===== config.mk =====
export PLATFORM = sky130hd
export DESIGN_NAME = bseq_master
export DESIGN_NICKNAME = d
export VERILOG_FILES = /design/src/rtl/bseq_pkg.sv /design/src/rtl/bseq_buffer.sv /design/src/rtl/bseq_ctrl.sv /design/src/rtl/bseq_master.sv
export SDC_FILE = /design/constraint.sdc
export NUM_CORES = 1
export LEC_CHECK = 0
export ABC_AREA = 1
export BUFFER_PORTS_ARGS = -buffer_cell sky130_fd_sc_hd__buf_2
export CORE_MARGIN = 1.5
export CORE_UTILIZATION = 28
export CTS_BUF_LIST = sky130_fd_sc_hd__clkbuf_4
export CTS_CLUSTER_DIAMETER = 80
export CTS_CLUSTER_SIZE = 20
export DETAILED_ROUTE_END_ITERATION = 8
export HOLD_SLACK_MARGIN = 0.12
export PLACE_DENSITY = 0.51
export SYNTH_ARGS = -nofsm -noshare
export SYNTH_HDL_FRONTEND = slang
export SYNTH_SLANG_ARGS = --single-unit

===== constraint.sdc =====
create_clock -name clk -period 3.4 [get_ports clk]
set_clock_uncertainty 0.15 [all_clocks]
set_input_delay 0.51 -clock clk [delete_from_list [all_inputs] [get_ports clk]]
set_output_delay 0.51 -clock clk [all_outputs]
set_load 0.005 [all_outputs]

===== src/rtl/bseq_pkg.sv =====
`timescale 1ns/1ps
package bseq_pkg;

    localparam int CNT_W = 7;

    typedef enum logic [2:0] {
        CMD_START   = 3'd0,
        CMD_RSTART  = 3'd1,
        CMD_WRITE   = 3'd2,
        CMD_RD_ACK  = 3'd3,
        CMD_RD_NACK = 3'd4,
        CMD_STOP    = 3'd5
    } eng_cmd_e;

    typedef enum logic [2:0] {
        ST_IDLE,
        ST_START,
        ST_HOLD,
        ST_ADDR,
        ST_TX,
        ST_RX,
        ST_STOP
    } seq_state_e;

    typedef struct packed {
        logic si;
        logic sto;
        logic sta;
        logic en;
    } ctl_word_t;

    typedef struct packed {
        logic             last;
        logic [CNT_W-1:0] num;
    } cnt_word_t;

    localparam logic [7:0] SC_START     = 8'h08;
    localparam logic [7:0] SC_RSTART    = 8'h10;
    localparam logic [7:0] SC_ADDR_NACK = 8'h20;
    localparam logic [7:0] SC_TX_DONE   = 8'h28;
    localparam logic [7:0] SC_DATA_NACK = 8'h30;
    localparam logic [7:0] SC_RX_ACK    = 8'h50;
    localparam logic [7:0] SC_RX_NACK   = 8'h58;
    localparam logic [7:0] SC_IDLE      = 8'hF8;

    function automatic logic [7:0] rx_end_code(input logic last);
        return last ? SC_RX_NACK : SC_RX_ACK;
    endfunction

    function automatic logic [7:0] tx_nack_code(input logic addr_byte);
        return addr_byte ? SC_ADDR_NACK : SC_DATA_NACK;
    endfunction

endpackage


===== src/rtl/bseq_buffer.sv =====
`timescale 1ns/1ps
module bseq_buffer #(
    parameter int DEPTH = 68,
    parameter int PTR_W = 7
) (
    input  logic             clk,
    input  logic             rst,
    input  logic             ptr_clr,
    input  logic             h_we,
    input  logic [7:0]       h_wdata,
    input  logic             h_re,
    output logic [7:0]       h_rdata,
    input  logic [PTR_W-1:0] e_raddr,
    output logic [7:0]       e_rdata,
    input  logic             e_we,
    input  logic [PTR_W-1:0] e_waddr,
    input  logic [7:0]       e_wdata
);

    localparam logic [PTR_W-1:0] LAST_IDX = PTR_W'(DEPTH - 1);

    logic [7:0]       mem [DEPTH];
    logic [PTR_W-1:0] hptr;
    logic [PTR_W-1:0] hptr_nxt;

    assign hptr_nxt = (hptr == LAST_IDX) ? '0 : hptr + 1'b1;

    always_ff @(posedge clk) begin
        if (rst)
            hptr <= '0;
        else if (ptr_clr)
            hptr <= '0;
        else if (h_we || h_re)
            hptr <= hptr_nxt;
    end

    // engine write placed last so it wins a same-entry collision
    always_ff @(posedge clk) begin
        if (h_we && !ptr_clr)
            mem[hptr] <= h_wdata;
        if (e_we)
            mem[e_waddr] <= e_wdata;
    end

    assign h_rdata = mem[hptr];
    assign e_rdata = mem[e_raddr];

    a_r9_ptr_wraps: assert property (@(posedge clk) disable iff (rst)
        ((h_we || h_re) && !ptr_clr && hptr == LAST_IDX) |=> (hptr == '0));

    a_r9_ptr_cleared: assert property (@(posedge clk) disable iff (rst)
        ptr_clr |=> (hptr == '0));

endmodule


===== src/rtl/bseq_ctrl.sv =====
`timescale 1ns/1ps
module bseq_ctrl
    import bseq_pkg::*;
#(
    parameter int PTR_W = 7
) (
    input  logic             clk,
    input  logic             rst,
    input  logic             ctl_wr,
    input  logic [3:0]       ctl_data,
    input  logic             cnt_wr,
    input  logic [7:0]       cnt_data,
    output logic             eng_req,
    output logic [2:0]       eng_cmd,
    output logic [7:0]       eng_wdata,
    input  logic             eng_ack,
    input  logic             eng_nack,
    input  logic [7:0]       eng_rdata,
    output logic [PTR_W-1:0] buf_raddr,
    input  logic [7:0]       buf_rdata,
    output logic             buf_we,
    output logic [PTR_W-1:0] buf_waddr,
    output logic [7:0]       buf_wdata,
    output logic             ptr_clr,
    output logic [7:0]       status,
    output logic [7:0]       count_word,
    output logic             irq
);

    seq_state_e       state;
    ctl_word_t        cw;
    cnt_word_t        cnt_q;
    logic [CNT_W-1:0] idx;
    logic             si_q;
    logic             owned;
    logic             addr_pend;
    logic             rx_dir;
    logic             accept;
    logic             ctl_ok;
    logic             cnt_ok;
    logic             at_end;
    logic             last_rd;
    logic             done;
    logic             seq_fin;
    eng_cmd_e         cmd;

    assign cw      = ctl_word_t'(ctl_data);
    assign accept  = (state == ST_IDLE) || (state == ST_HOLD);
    assign ctl_ok  = ctl_wr && cw.en && accept;
    assign cnt_ok  = cnt_wr && accept;
    assign at_end  = (idx == cnt_q.num);
    assign last_rd = ({1'b0, idx} + 8'd1) == {1'b0, cnt_q.num};
    assign done    = eng_req && eng_ack;

    always_comb begin
        eng_req   = 1'b0;
        cmd       = CMD_WRITE;
        buf_raddr = '0;
        case (state)
            ST_START: begin
                eng_req = 1'b1;
                cmd     = owned ? CMD_RSTART : CMD_START;
            end
            ST_ADDR: eng_req = 1'b1;
            ST_TX: begin
                buf_raddr = PTR_W'(idx);
                eng_req   = !at_end;
            end
            ST_RX: begin
                eng_req = !at_end;
                cmd     = (cnt_q.last && last_rd) ? CMD_RD_NACK : CMD_RD_ACK;
            end
            ST_STOP: begin
                eng_req = 1'b1;
                cmd     = CMD_STOP;
            end
            default: ;
        endcase
    end

    assign eng_cmd   = cmd;
    assign eng_wdata = buf_rdata;
    assign buf_we    = (state == ST_RX) && done;
    assign buf_waddr = PTR_W'(idx);
    assign buf_wdata = eng_rdata;

    assign seq_fin = (((state == ST_TX) || (state == ST_RX)) && at_end)
                   || ((state == ST_ADDR) && done && eng_nack)
                   || ((state == ST_TX) && done && eng_nack);
    assign ptr_clr = cnt_ok || seq_fin;

    always_ff @(posedge clk) begin
        if (rst) begin
            state     <= ST_IDLE;
            cnt_q     <= '0;
            idx       <= '0;
            si_q      <= 1'b0;
            owned     <= 1'b0;
            addr_pend <= 1'b0;
            rx_dir    <= 1'b0;
            status    <= SC_IDLE;
        end else begin
            if (cnt_ok)
                cnt_q <= cnt_word_t'(cnt_data);
            case (state)
                ST_IDLE: begin
                    if (ctl_ok && cw.sta && !cw.sto)
                        state <= ST_START;
                end
                ST_HOLD: begin
                    if (ctl_ok) begin
                        if (cw.sto) begin
                            si_q  <= 1'b0;
                            state <= ST_STOP;
                        end else if (cw.sta) begin
                            si_q  <= 1'b0;
                            state <= ST_START;
                        end else if (!cw.si) begin
                            si_q <= 1'b0;
                            idx  <= '0;
                            if (addr_pend) begin
                                rx_dir <= buf_rdata[0];
                                state  <= buf_rdata[0] ? ST_ADDR : ST_TX;
                            end else begin
                                state <= rx_dir ? ST_RX : ST_TX;
                            end
                        end
                    end
                end
                ST_START: begin
                    if (done) begin
                        owned     <= 1'b1;
                        status    <= owned ? SC_RSTART : SC_START;
                        si_q      <= 1'b1;
                        addr_pend <= 1'b1;
                        state     <= ST_HOLD;
                    end
                end
                ST_ADDR: begin
                    if (done) begin
                        addr_pend <= 1'b0;
                        if (eng_nack) begin
                            status    <= SC_ADDR_NACK;
                            cnt_q.num <= '0;
                            si_q      <= 1'b1;
                            state     <= ST_HOLD;
                        end else begin
                            state <= ST_RX;
                        end
                    end
                end
                ST_TX: begin
                    if (at_end) begin
                        status    <= SC_TX_DONE;
                        cnt_q.num <= idx;
                        si_q      <= 1'b1;
                        addr_pend <= 1'b0;
                        state     <= ST_HOLD;
                    end else if (done) begin
                        if (eng_nack) begin
                            status    <= tx_nack_code(addr_pend && (idx == '0));
                            cnt_q.num <= idx;
                            si_q      <= 1'b1;
                            addr_pend <= 1'b0;
                            state     <= ST_HOLD;
                        end else begin
                            idx <= idx + 1'b1;
                        end
                    end
                end
                ST_RX: begin
                    if (at_end) begin
                        status    <= rx_end_code(cnt_q.last);
                        cnt_q.num <= idx;
                        si_q      <= 1'b1;
                        state     <= ST_HOLD;
                    end else if (done) begin
                        idx <= idx + 1'b1;
                    end
                end
                ST_STOP: begin
                    if (done) begin
                        owned     <= 1'b0;
                        addr_pend <= 1'b0;
                        status    <= SC_IDLE;
                        state     <= ST_IDLE;
                    end
                end
                default: state <= ST_IDLE;
            endcase
        end
    end

    assign irq        = si_q;
    assign count_word = cnt_q;

    a_r1_mode_gate: assert property (@(posedge clk) disable iff (rst)
        (accept && ctl_wr && !ctl_data[0] && !cnt_wr) |=> ($stable(state) && $stable(si_q)));

    a_r2_start_code: assert property (@(posedge clk) disable iff (rst)
        (done && eng_cmd == CMD_START) |=> (irq && status == SC_START));

    a_r3_rstart_code: assert property (@(posedge clk) disable iff (rst)
        (done && eng_cmd == CMD_RSTART) |=> (irq && status == SC_RSTART));

    a_r7_stop_quiet: assert property (@(posedge clk) disable iff (rst)
        (done && eng_cmd == CMD_STOP) |=> (!irq && status == SC_IDLE && !eng_req));

    a_r8_nack_ends_run: assert property (@(posedge clk) disable iff (rst)
        (done && eng_nack && eng_cmd == CMD_WRITE)
        |=> (irq && (status == SC_ADDR_NACK || status == SC_DATA_NACK)));

    a_r10_cmd_stable: assert property (@(posedge clk) disable iff (rst)
        (eng_req && !eng_ack) |=> (eng_req && $stable(eng_cmd)));

    a_r12_hold_idle_bus: assert property (@(posedge clk) disable iff (rst)
        irq |-> !eng_req);

endmodule


===== src/rtl/bseq_master.sv =====
`timescale 1ns/1ps
module bseq_master
    import bseq_pkg::*;
#(
    parameter int DEPTH = 68
) (
    input  logic       clk,
    input  logic       rst,
    input  logic       host_ctl_wr,
    input  logic [3:0] host_ctl_data,
    input  logic       host_cnt_wr,
    input  logic [7:0] host_cnt_data,
    input  logic       host_buf_wr,
    input  logic [7:0] host_buf_wdata,
    input  logic       host_buf_rd,
    output logic [7:0] host_buf_rdata,
    output logic [7:0] status_code,
    output logic [7:0] xfer_count,
    output logic       irq,
    output logic       eng_req,
    output logic [2:0] eng_cmd,
    output logic [7:0] eng_wdata,
    input  logic       eng_ack,
    input  logic       eng_nack,
    input  logic [7:0] eng_rdata
);

    localparam int PTR_W = (DEPTH > 1) ? $clog2(DEPTH) : 1;

    logic [PTR_W-1:0] buf_raddr;
    logic [PTR_W-1:0] buf_waddr;
    logic [7:0]       buf_rdata;
    logic [7:0]       buf_wdata;
    logic             buf_we;
    logic             ptr_clr;

    bseq_buffer #(
        .DEPTH (DEPTH),
        .PTR_W (PTR_W)
    ) u_buf (
        .clk     (clk),
        .rst     (rst),
        .ptr_clr (ptr_clr),
        .h_we    (host_buf_wr),
        .h_wdata (host_buf_wdata),
        .h_re    (host_buf_rd),
        .h_rdata (host_buf_rdata),
        .e_raddr (buf_raddr),
        .e_rdata (buf_rdata),
        .e_we    (buf_we),
        .e_waddr (buf_waddr),
        .e_wdata (buf_wdata)
    );

    bseq_ctrl #(
        .PTR_W (PTR_W)
    ) u_ctrl (
        .clk        (clk),
        .rst        (rst),
        .ctl_wr     (host_ctl_wr),
        .ctl_data   (host_ctl_data),
        .cnt_wr     (host_cnt_wr),
        .cnt_data   (host_cnt_data),
        .eng_req    (eng_req),
        .eng_cmd    (eng_cmd),
        .eng_wdata  (eng_wdata),
        .eng_ack    (eng_ack),
        .eng_nack   (eng_nack),
        .eng_rdata  (eng_rdata),
        .buf_raddr  (buf_raddr),
        .buf_rdata  (buf_rdata),
        .buf_we     (buf_we),
        .buf_waddr  (buf_waddr),
        .buf_wdata  (buf_wdata),
        .ptr_clr    (ptr_clr),
        .status     (status_code),
        .count_word (xfer_count),
        .irq        (irq)
    );

endmodule


==> flow_summary.json, run 1 <==
{
  "cp_num_buf_inv": 5,
  "ys_seq_area_frac": 0.477,
  "synth_edf_count": 544,
  "post_drt_via_cell_ratio": 5.69,
  "cts_buffer_depth": 3,
  "h-tree-depth": 2,
  "ys_ff_latch": 585,
  "wire_per_inst_um": 26.6,
  "grt_max_degree": 79,
  "slew_violations": 0,
  "path_delay_family": "compound AO/OA/AOI/OAI gates",
  "post-route-util": 0.359,
  "hp-class": "in2reg",
  "worstSetupEndpointType": "output pin",
  "hold_slack_ps": 200,
  "cp_max_fo": 20,
  "synth_top_cell_by_area": "edfxtp_1",
  "fp-row-count": 131,
  "p_per_area_nw_per_um2": 348,
  "ant_nets": 0,
  "grt_pass1_wl_um": 240000,
  "grt_pass1_vias": 33700,
  "synth_cell_types": 45,
  "nets": 4756,
  "fin_crit_ps": 4290,
  "grt.total_usage": 0.250,
  "core_um2": 128000,
  "p_clk_frac": 0.245,
  "hpwlAfterDp_um": 104000,
  "synth_top_family_by_area": "simple AND/OR/NAND/NOR gates",
  "crit_slowest_cell": "o211ai_1",
  "synthAdderAreaFrac": 0.00104,
  "ys_async_sr_fraction": 0,
  "p_int_mw": 10.5,
  "setup_viol": 19,
  "tritoncts": "yes",
  "cpPeakStageDelay_ps": 590,
  "cpMostUsedCell": "buf_12",
  "synth-compound-area-share": 0.223,
  "numCtsBuffers": 44,
  "syn_area_per_cell_um2": 8.00,
  "gp_congestion": 0.931,
  "pre_cts_ws_ps": -32.8,
  "yosysMostFrequentCell": "o21ai_0",
  "maxCapViolCount": 0,
  "synth_top_area_frac": 0.454,
  "start_kind": "flop",
  "dr_total_vias": 36500,
  "required_ps": 2740,
  "clk_pin_slew_ps": 220,
  "combPwrFrac": 0.251,
  "routed_wl_um": 171000,
  "io_buffer_count": 69,
  "synth_commonest_cells": "o21ai_0 (878), nand2_1 (807), edfxtp_1 (544), nor2_1 (401), clkbuf_1 (380)",
  "die_w_um": 361,
  "path_class": "reg2out",
  "rsz0062_at_grt": "true",
  "route.detailed.drc": 0,
  "violations": "setup timing",
  "placed_area_um2": 41000,
  "ys_warn_count": 0,
  "die_area_um2": 131000,
  "p_seq_frac": 0.503,
  "dr.pass1.iters": 5,
  "first_iter_violations": 4966,
  "clkLatencyLatePin_ps": 1110,
  "switching_share": 0.339,
  "synth-simple-area-share": 0.230,
  "syn_area_um2": 35900,
  "final_hold_viol_count": 0,
  "muxShareOfSynthArea": 0.00195,
  "stdcell_area_um2": 45800,
  "synthCells": 4495,
  "synthTopCellsByArea": "edfxtp_1 (45%), o21ai_0 (12%), nand2_1 (8.4%), nand3_1 (4.9%), o211ai_1 (4.3%)",
  "slew-limit-headroom": 0.237,
  "crit_chain": "buf_6 > buf_12 > buf_12 > o21ai_0 > o22ai_1 > nor2_1 > o32ai_4 > o211ai_1 > a31oi_1 > buf_4 > buf_2",
  "nFillCells": 13000,
  "worst_pin_slew_ps": 1140,
  "fmax_ghz": 0.233,
  "setup_ws_ps": -889,
  "start_util": 0.282,
  "setup_tns_ps": -14200,
  "cts_root_buf": "clkbuf_4",
  "syn2layout_area_growth_pct": 27.4,
  "peakVddDrop_mv": 0.320,
  "drive_gt1_frac": 0.235,
  "clock_sinks": 585,
  "cp.arrival_ps": 3630,
  "io_pins": 73,
  "outcome": "complete, but fails checks",
  "antenna_found_initial": 8,
  "yosys.area_share.xor_xnor": 0.00341,
  "overflow": 0,
  "p_leak_nw": 17.2,
  "ys.flop_type": "edfxtp_1",
  "fin_crit_sh": 1.26,
  "p_sw_mw": 5.40,
  "die_y_um": 361
}
-- worst register-to-register path, stage by stage, from the launching register on --
cell and delay (ps):
dfxtp_2 380, buf_4 130, xor2_1 160, nor4_2 310, buf_4 170, nand2_4 50
nand2_4 70, nand2_4 60, nand2_4 60, inv_2 40, nand2_2 60, nor2_2 50
nor2_2 160, nand2_2 120, nor2_4 190, buf_12 130, clkbuf_16 170, buf_4 130
nand3_1 150, nand2_1 160, buf_12 140
-- power by group through the flow --
stage          Clock, mW  Combinational (mW)  Sequential (mW)
2_1_floorplan          0                1.67             8.14
3_3_place_gp           0                3.14             8.16
3_5_place_dp           0                3.16             8.17
4_1_cts             3.95                3.68             8.01
5_1_grt             4.14                4.20             8.02
6_report            3.91                4.00             8.01
-- what timing repair did --
| item | in CTS | in global routing |
|---|---|---|
| endpoints found under the hold margin | 614 | 0 |
| hold buffers | 64 | 0 |
| buffers inserted | 41 | 44 |
| endpoints found under the setup margin | 47 | 535 |
| cloned | 29 | 11 |
| gates resized for setup | 245 | 170 |
| pin swaps | 92 | 100 |
-- routing by layer --
metal / GRT usage / up-vias / share of wire
met2: 0.393 / 2180 / 0.44
li1: - / 16400 / -
met3: 0.0424 / 433 / 0.099
met1: 0.328 / 17400 / 0.40
met5: 0 / - / 0.00040
met4: 0.131 / 12 / 0.055
-- through the flow --
stage | power [mW] | instances
6_report | 15.9 | 6412
5_1_grt | 16.4 | 6412
4_1_cts | 15.6 | 6367
3_5_place_dp | 11.3 | 6158
3_3_place_gp | 11.3 | 6158
2_1_floorplan | 9.81 | 4497
-- cells in the final DEF (no fill, tap or decap), drive strengths merged, types with 41 or more instances in the layout --
master	count
a21oi	98
buf	531
clkbuf	55
dfxtp	41
dlygate4sd3	55
edfxtp	544
inv	156
nand2	817
nand3	350
nor2	407
o211ai	208
o21ai	946
o22ai	104
or2	217
-- registers in the layout (all words and copies together) (netlist names), named ones only --
signal	count
u_ctrl.owned	1
u_ctrl.count_word	8
u_ctrl.status	5
u_ctrl.rx_dir	1
u_buf.mem	544
u_buf.hptr	7
u_ctrl.state	3
u_ctrl.addr_pend	1
u_ctrl.irq	1
u_ctrl.buf_waddr	7
-- cells by family after synthesis --
kind of cell             after synthesis
XOR/XNOR                              14
other                                  1
AND/OR/NAND/NOR                     1865
flip-flops                           585
AO/OA/AOI/OAI                       1431
adder cells (fa/ha/maj)                3
buffers and inverters                589
multiplexers                           7
-- final timing paths --
check | start | end | slack [ps] | cells after the start
max | flop | host_buf_rdata[2] | -890 | 11
min | host_ctl_data[0] | u_ctrl.irq$_SDFFE_PP0P_ | 200 | 9
max reg2reg | u_ctrl.buf_waddr[1]$_SDFFE_PP0P_ | u_buf.mem[11][7]$_DFFE_PP_ | 100 | 20
min reg2reg | u_ctrl.status[3]$_SDFFE_PP1P_ | u_ctrl.status[3]$_SDFFE_PP1P_ | 330 | 2
-- layout make-up --
cell class / count / area (µm²) / area share
multi-input combinational: 3324 / 17900 / 0.391
sequential: 585 / 17200 / 0.375
timing repair buffer: 608 / 7210 / 0.157
tap: 1662 / 2080 / 0.0454
inverter: 149 / 628 / 0.0137
clock inverter: 31 / 377 / 0.00823
clock buffer: 46 / 345 / 0.00754
timing repair inverter: 5 / 61.3 / 0.00134
antenna: 2 / 5.00 / 0.000109
(Power assumes the default switching activity.)
==> run 2: changes to the inputs <==
--- a/config.mk
+++ b/config.mk
@@ -7,14 +7,15 @@
 export LEC_CHECK = 0
 export ABC_AREA = 1
 export BUFFER_PORTS_ARGS = -buffer_cell sky130_fd_sc_hd__buf_2
+export CELL_PAD_IN_SITES_DETAIL_PLACEMENT = 1
+export CELL_PAD_IN_SITES_GLOBAL_PLACEMENT = 1
 export CORE_MARGIN = 1.5
 export CORE_UTILIZATION = 28
-export CTS_BUF_LIST = sky130_fd_sc_hd__clkbuf_4
 export CTS_CLUSTER_DIAMETER = 80
 export CTS_CLUSTER_SIZE = 20
 export DETAILED_ROUTE_END_ITERATION = 8
 export HOLD_SLACK_MARGIN = 0.12
-export PLACE_DENSITY = 0.51
+export PLACE_DENSITY = 0.61
 export SYNTH_ARGS = -nofsm -noshare
 export SYNTH_HDL_FRONTEND = slang
 export SYNTH_SLANG_ARGS = --single-unit
==> constraint.sdc (replaced) <==
create_clock -name clk -period 5.09 [get_ports clk]
set_clock_uncertainty 0.15 [all_clocks]
set_input_delay 0.7635 -clock clk [delete_from_list [all_inputs] [get_ports clk]]
set_output_delay 0.7635 -clock clk [all_outputs]
set_load 0.005 [all_outputs]
==> run 2 against run 1 <==
- the flow now finishes without violations
- design area down 13%
- power down 29%
- first-iteration DRC count down 27%
- utilization down 4.5 points
- register-to-register slack better by 880 ps
- worst setup slack better by 940 ps
- final cell count down 5.6%
- largest power group unchanged
- critical path depth up 1
==> flow_summary.json, run 2 (synthesis results as in run 1) <==
{
  "final_cell_mix": "o21ai_0 (878), nand2_1 (807), edfxtp_1 (544)",
  "endpoint": "eng_wdata[6]",
  "route.detailed.drc": 0,
  "cts_buffer_depth": 3,
  "die_w_um": 361,
  "worstSetupEndpointType": "output pin",
  "final_hold_viol_count": 0,
  "regMostFlops": "u_buf.mem",
  "setup_viol": 0,
  "cpMostUsedCell": "nand3_1",
  "p_per_area_nw_per_um2": 283,
  "p_clk_frac": 0.347,
  "gp_congestion": 0.911,
  "crit_path_start": "u_ctrl.state[1]$_SDFFE_PP0P_",
  "post_drt_via_cell_ratio": 5.81,
  "path_class": "reg2out",
  "overflow": 0,
  "cp_max_fo": 40,
  "hp-class": "in2reg",
  "placed_area_um2": 38500,
  "die_area_um2": 131000,
  "io_pins": 73,
  "switching_share": 0.326,
  "core_um2": 128000,
  "start_kind": "flop",
  "clk_pin_slew_ps": 80,
  "p_sw_mw": 3.68,
  "largest_register_ffs": 544,
  "p_seq_frac": 0.475,
  "die_y_um": 361,
  "tritoncts": "yes",
  "cp_num_buf_inv": 4,
  "clock_sinks": 585,
  "fp-row-count": 131,
  "h-tree-depth": 2,
  "path_delay_family": "simple AND/OR/NAND/NOR gates",
  "syn2layout_area_growth_pct": 11.2,
  "outcome": "finished clean",
  "numCtsBuffers": 45,
  "grt.met2_usage": 0.414,
  "hpwlAfterDp_um": 112000,
  "numPlacedInstances": 5968,
  "dr_total_vias": 35100,
  "cts_root_buf": "clkbuf_16",
  "hold_slack_ps": 188,
  "worst_pin_slew_ps": 1410,
  "p_leak_nw": 14.6,
  "grt_pass1_wl_um": 246000,
  "cp.arrival_ps": 4130,
  "slew_violations": 0,
  "reg2reg_to": "u_buf.mem[33][3]$_DFFE_PP_",
  "grt_pass1_vias": 34400,
  "io_buffer_count": 69,
  "path_depth": 12,
  "grt.total_usage": 0.254,
  "required_ps": 4180,
  "final_cells": 6051,
  "start_util": 0.282,
  "slew-limit-headroom": 0.0587,
  "peakVddDrop_mv": 0.236,
  "reg2reg_setup_slack_ps": 980,
  "ant_nets": 0,
  "met1_usage": 0.344,
  "first_iter_violations": 3625,
  "grt_max_degree": 82,
  "antenna_found_initial": 2,
  "routed_wl_um": 170000,
  "dr.pass1.iters": 5,
  "fin_crit_ps": 5040,
  "fmax_ghz": 0.198,
  "crit_chain": "nor2_4 > nand3_4 > inv_6 > buf_12 > buf_4 > o211ai_1 > nand3_1 > nand3_1 > nand3_1 > nand3_1 > a31oi_1 > buf_2",
  "cts_hold_buf": 0,
  "finalPower_mw": 11.3,
  "stdcell_area_um2": 40000,
  "cpPeakStageDelay_ps": 400,
  "rr_worst_depth": 16,
  "r2r_start": "u_ctrl.buf_waddr[2]$_SDFFE_PP0P_",
  "clkLatencyLatePin_ps": 700,
  "nFillCells": 15100,
  "wire_per_inst_um": 28.1,
  "setup_tns_ps": 0,
  "rsz0062_at_grt": "false",
  "grt.busiest_layer": "met2",
  "p_int_mw": 7.62,
  "nets": 4393,
  "crit_slowest_cell": "dfxtp_1",
  "use_met3": 0.0352,
  "maxCapViolCount": 0,
  "final_common_cell": "o21ai_0",
  "combPwrFrac": 0.178,
  "drive_gt1_frac": 0.137,
  "fin_crit_sh": 0.990
}
## run 2: cell types whose count changed in the layout (fill, tap and decap cells not counted), moves of 34 or more
cell / delta
buf_4: -117
buf_12: -102
nand3_1: +84
nand3_2: -71
dlygate4sd3_1: -55
clkbuf_4: -46
o21ai_0: +46
buf_6: -41
clkbuf_16: +38
o21ai_1: -34
## run 2: timing repair
action,CTS,global route
setup buffers,0,1
gates resized for setup,0,2
setup endpoints to repair,0,3
## run 2: routing by layer
layer,routed length (µm),share of wire
met2,78400,0.46
met1,72300,0.42
met5,0,0
met3,13000,0.076
met4,6650,0.039
## run 2: power groups by stage
stage | logic (mW) | clock network [mW] | registers [mW]
global route | 2.14 | 4.09 | 5.38
global placement | 1.92 | 0 | 5.48
detailed placement | 1.96 | 0 | 5.48
CTS | 1.96 | 3.97 | 5.38
finish | 2.01 | 3.93 | 5.37
floorplan | 1.11 | 0 | 5.44
## run 2: cell type report
type / count / area, µm² / share of cell area
repair buffers: 250 / 1970 / 0.0494
well taps: 1662 / 2080 / 0.0520
diodes: 1 / 2.50 / 0.0000626
inverters: 149 / 581 / 0.0145
flip-flops and latches: 585 / 17200 / 0.429
clock inverters: 32 / 310 / 0.00776
clock buffers: 49 / 1180 / 0.0296
multi-input cells: 3323 / 16700 / 0.417
## run 2: worst min-delay path by stage
stage	cells past startpoint	end	from
6_report	3	u_ctrl.count_word[7]$_SDFFE_PP0P_	host_cnt_data[7]
5_1_grt	3	u_ctrl.count_word[7]$_SDFFE_PP0P_	host_cnt_data[7]
4_1_cts	3	u_ctrl.count_word[7]$_SDFFE_PP0P_	host_cnt_data[7]
3_5_place_dp	2	u_ctrl.status[6]$_SDFFE_PP1P_	u_ctrl.status[6]$_SDFFE_PP1P_
3_3_place_gp	2	u_ctrl.status[6]$_SDFFE_PP1P_	u_ctrl.status[6]$_SDFFE_PP1P_
2_1_floorplan	2	u_ctrl.owned$_SDFFE_PP0P_	u_ctrl.owned$_SDFFE_PP0P_
## run 2: metrics by stage
| stage | util | worst slack, ps |
|---|---|---|
| floorplan | - | 1830 |
| global placement | 0.302 | 855 |
| detailed placement | 0.302 | 809 |
| CTS | 0.313 | 59.6 |
| global route | 0.314 | 17.2 |
| finish | 0.314 | 51.2 |
## run 2: tightest hold or removal path, stage by stage
cell     delay, ps
buf_2           70
o21ai_0         80
nor2_1          80
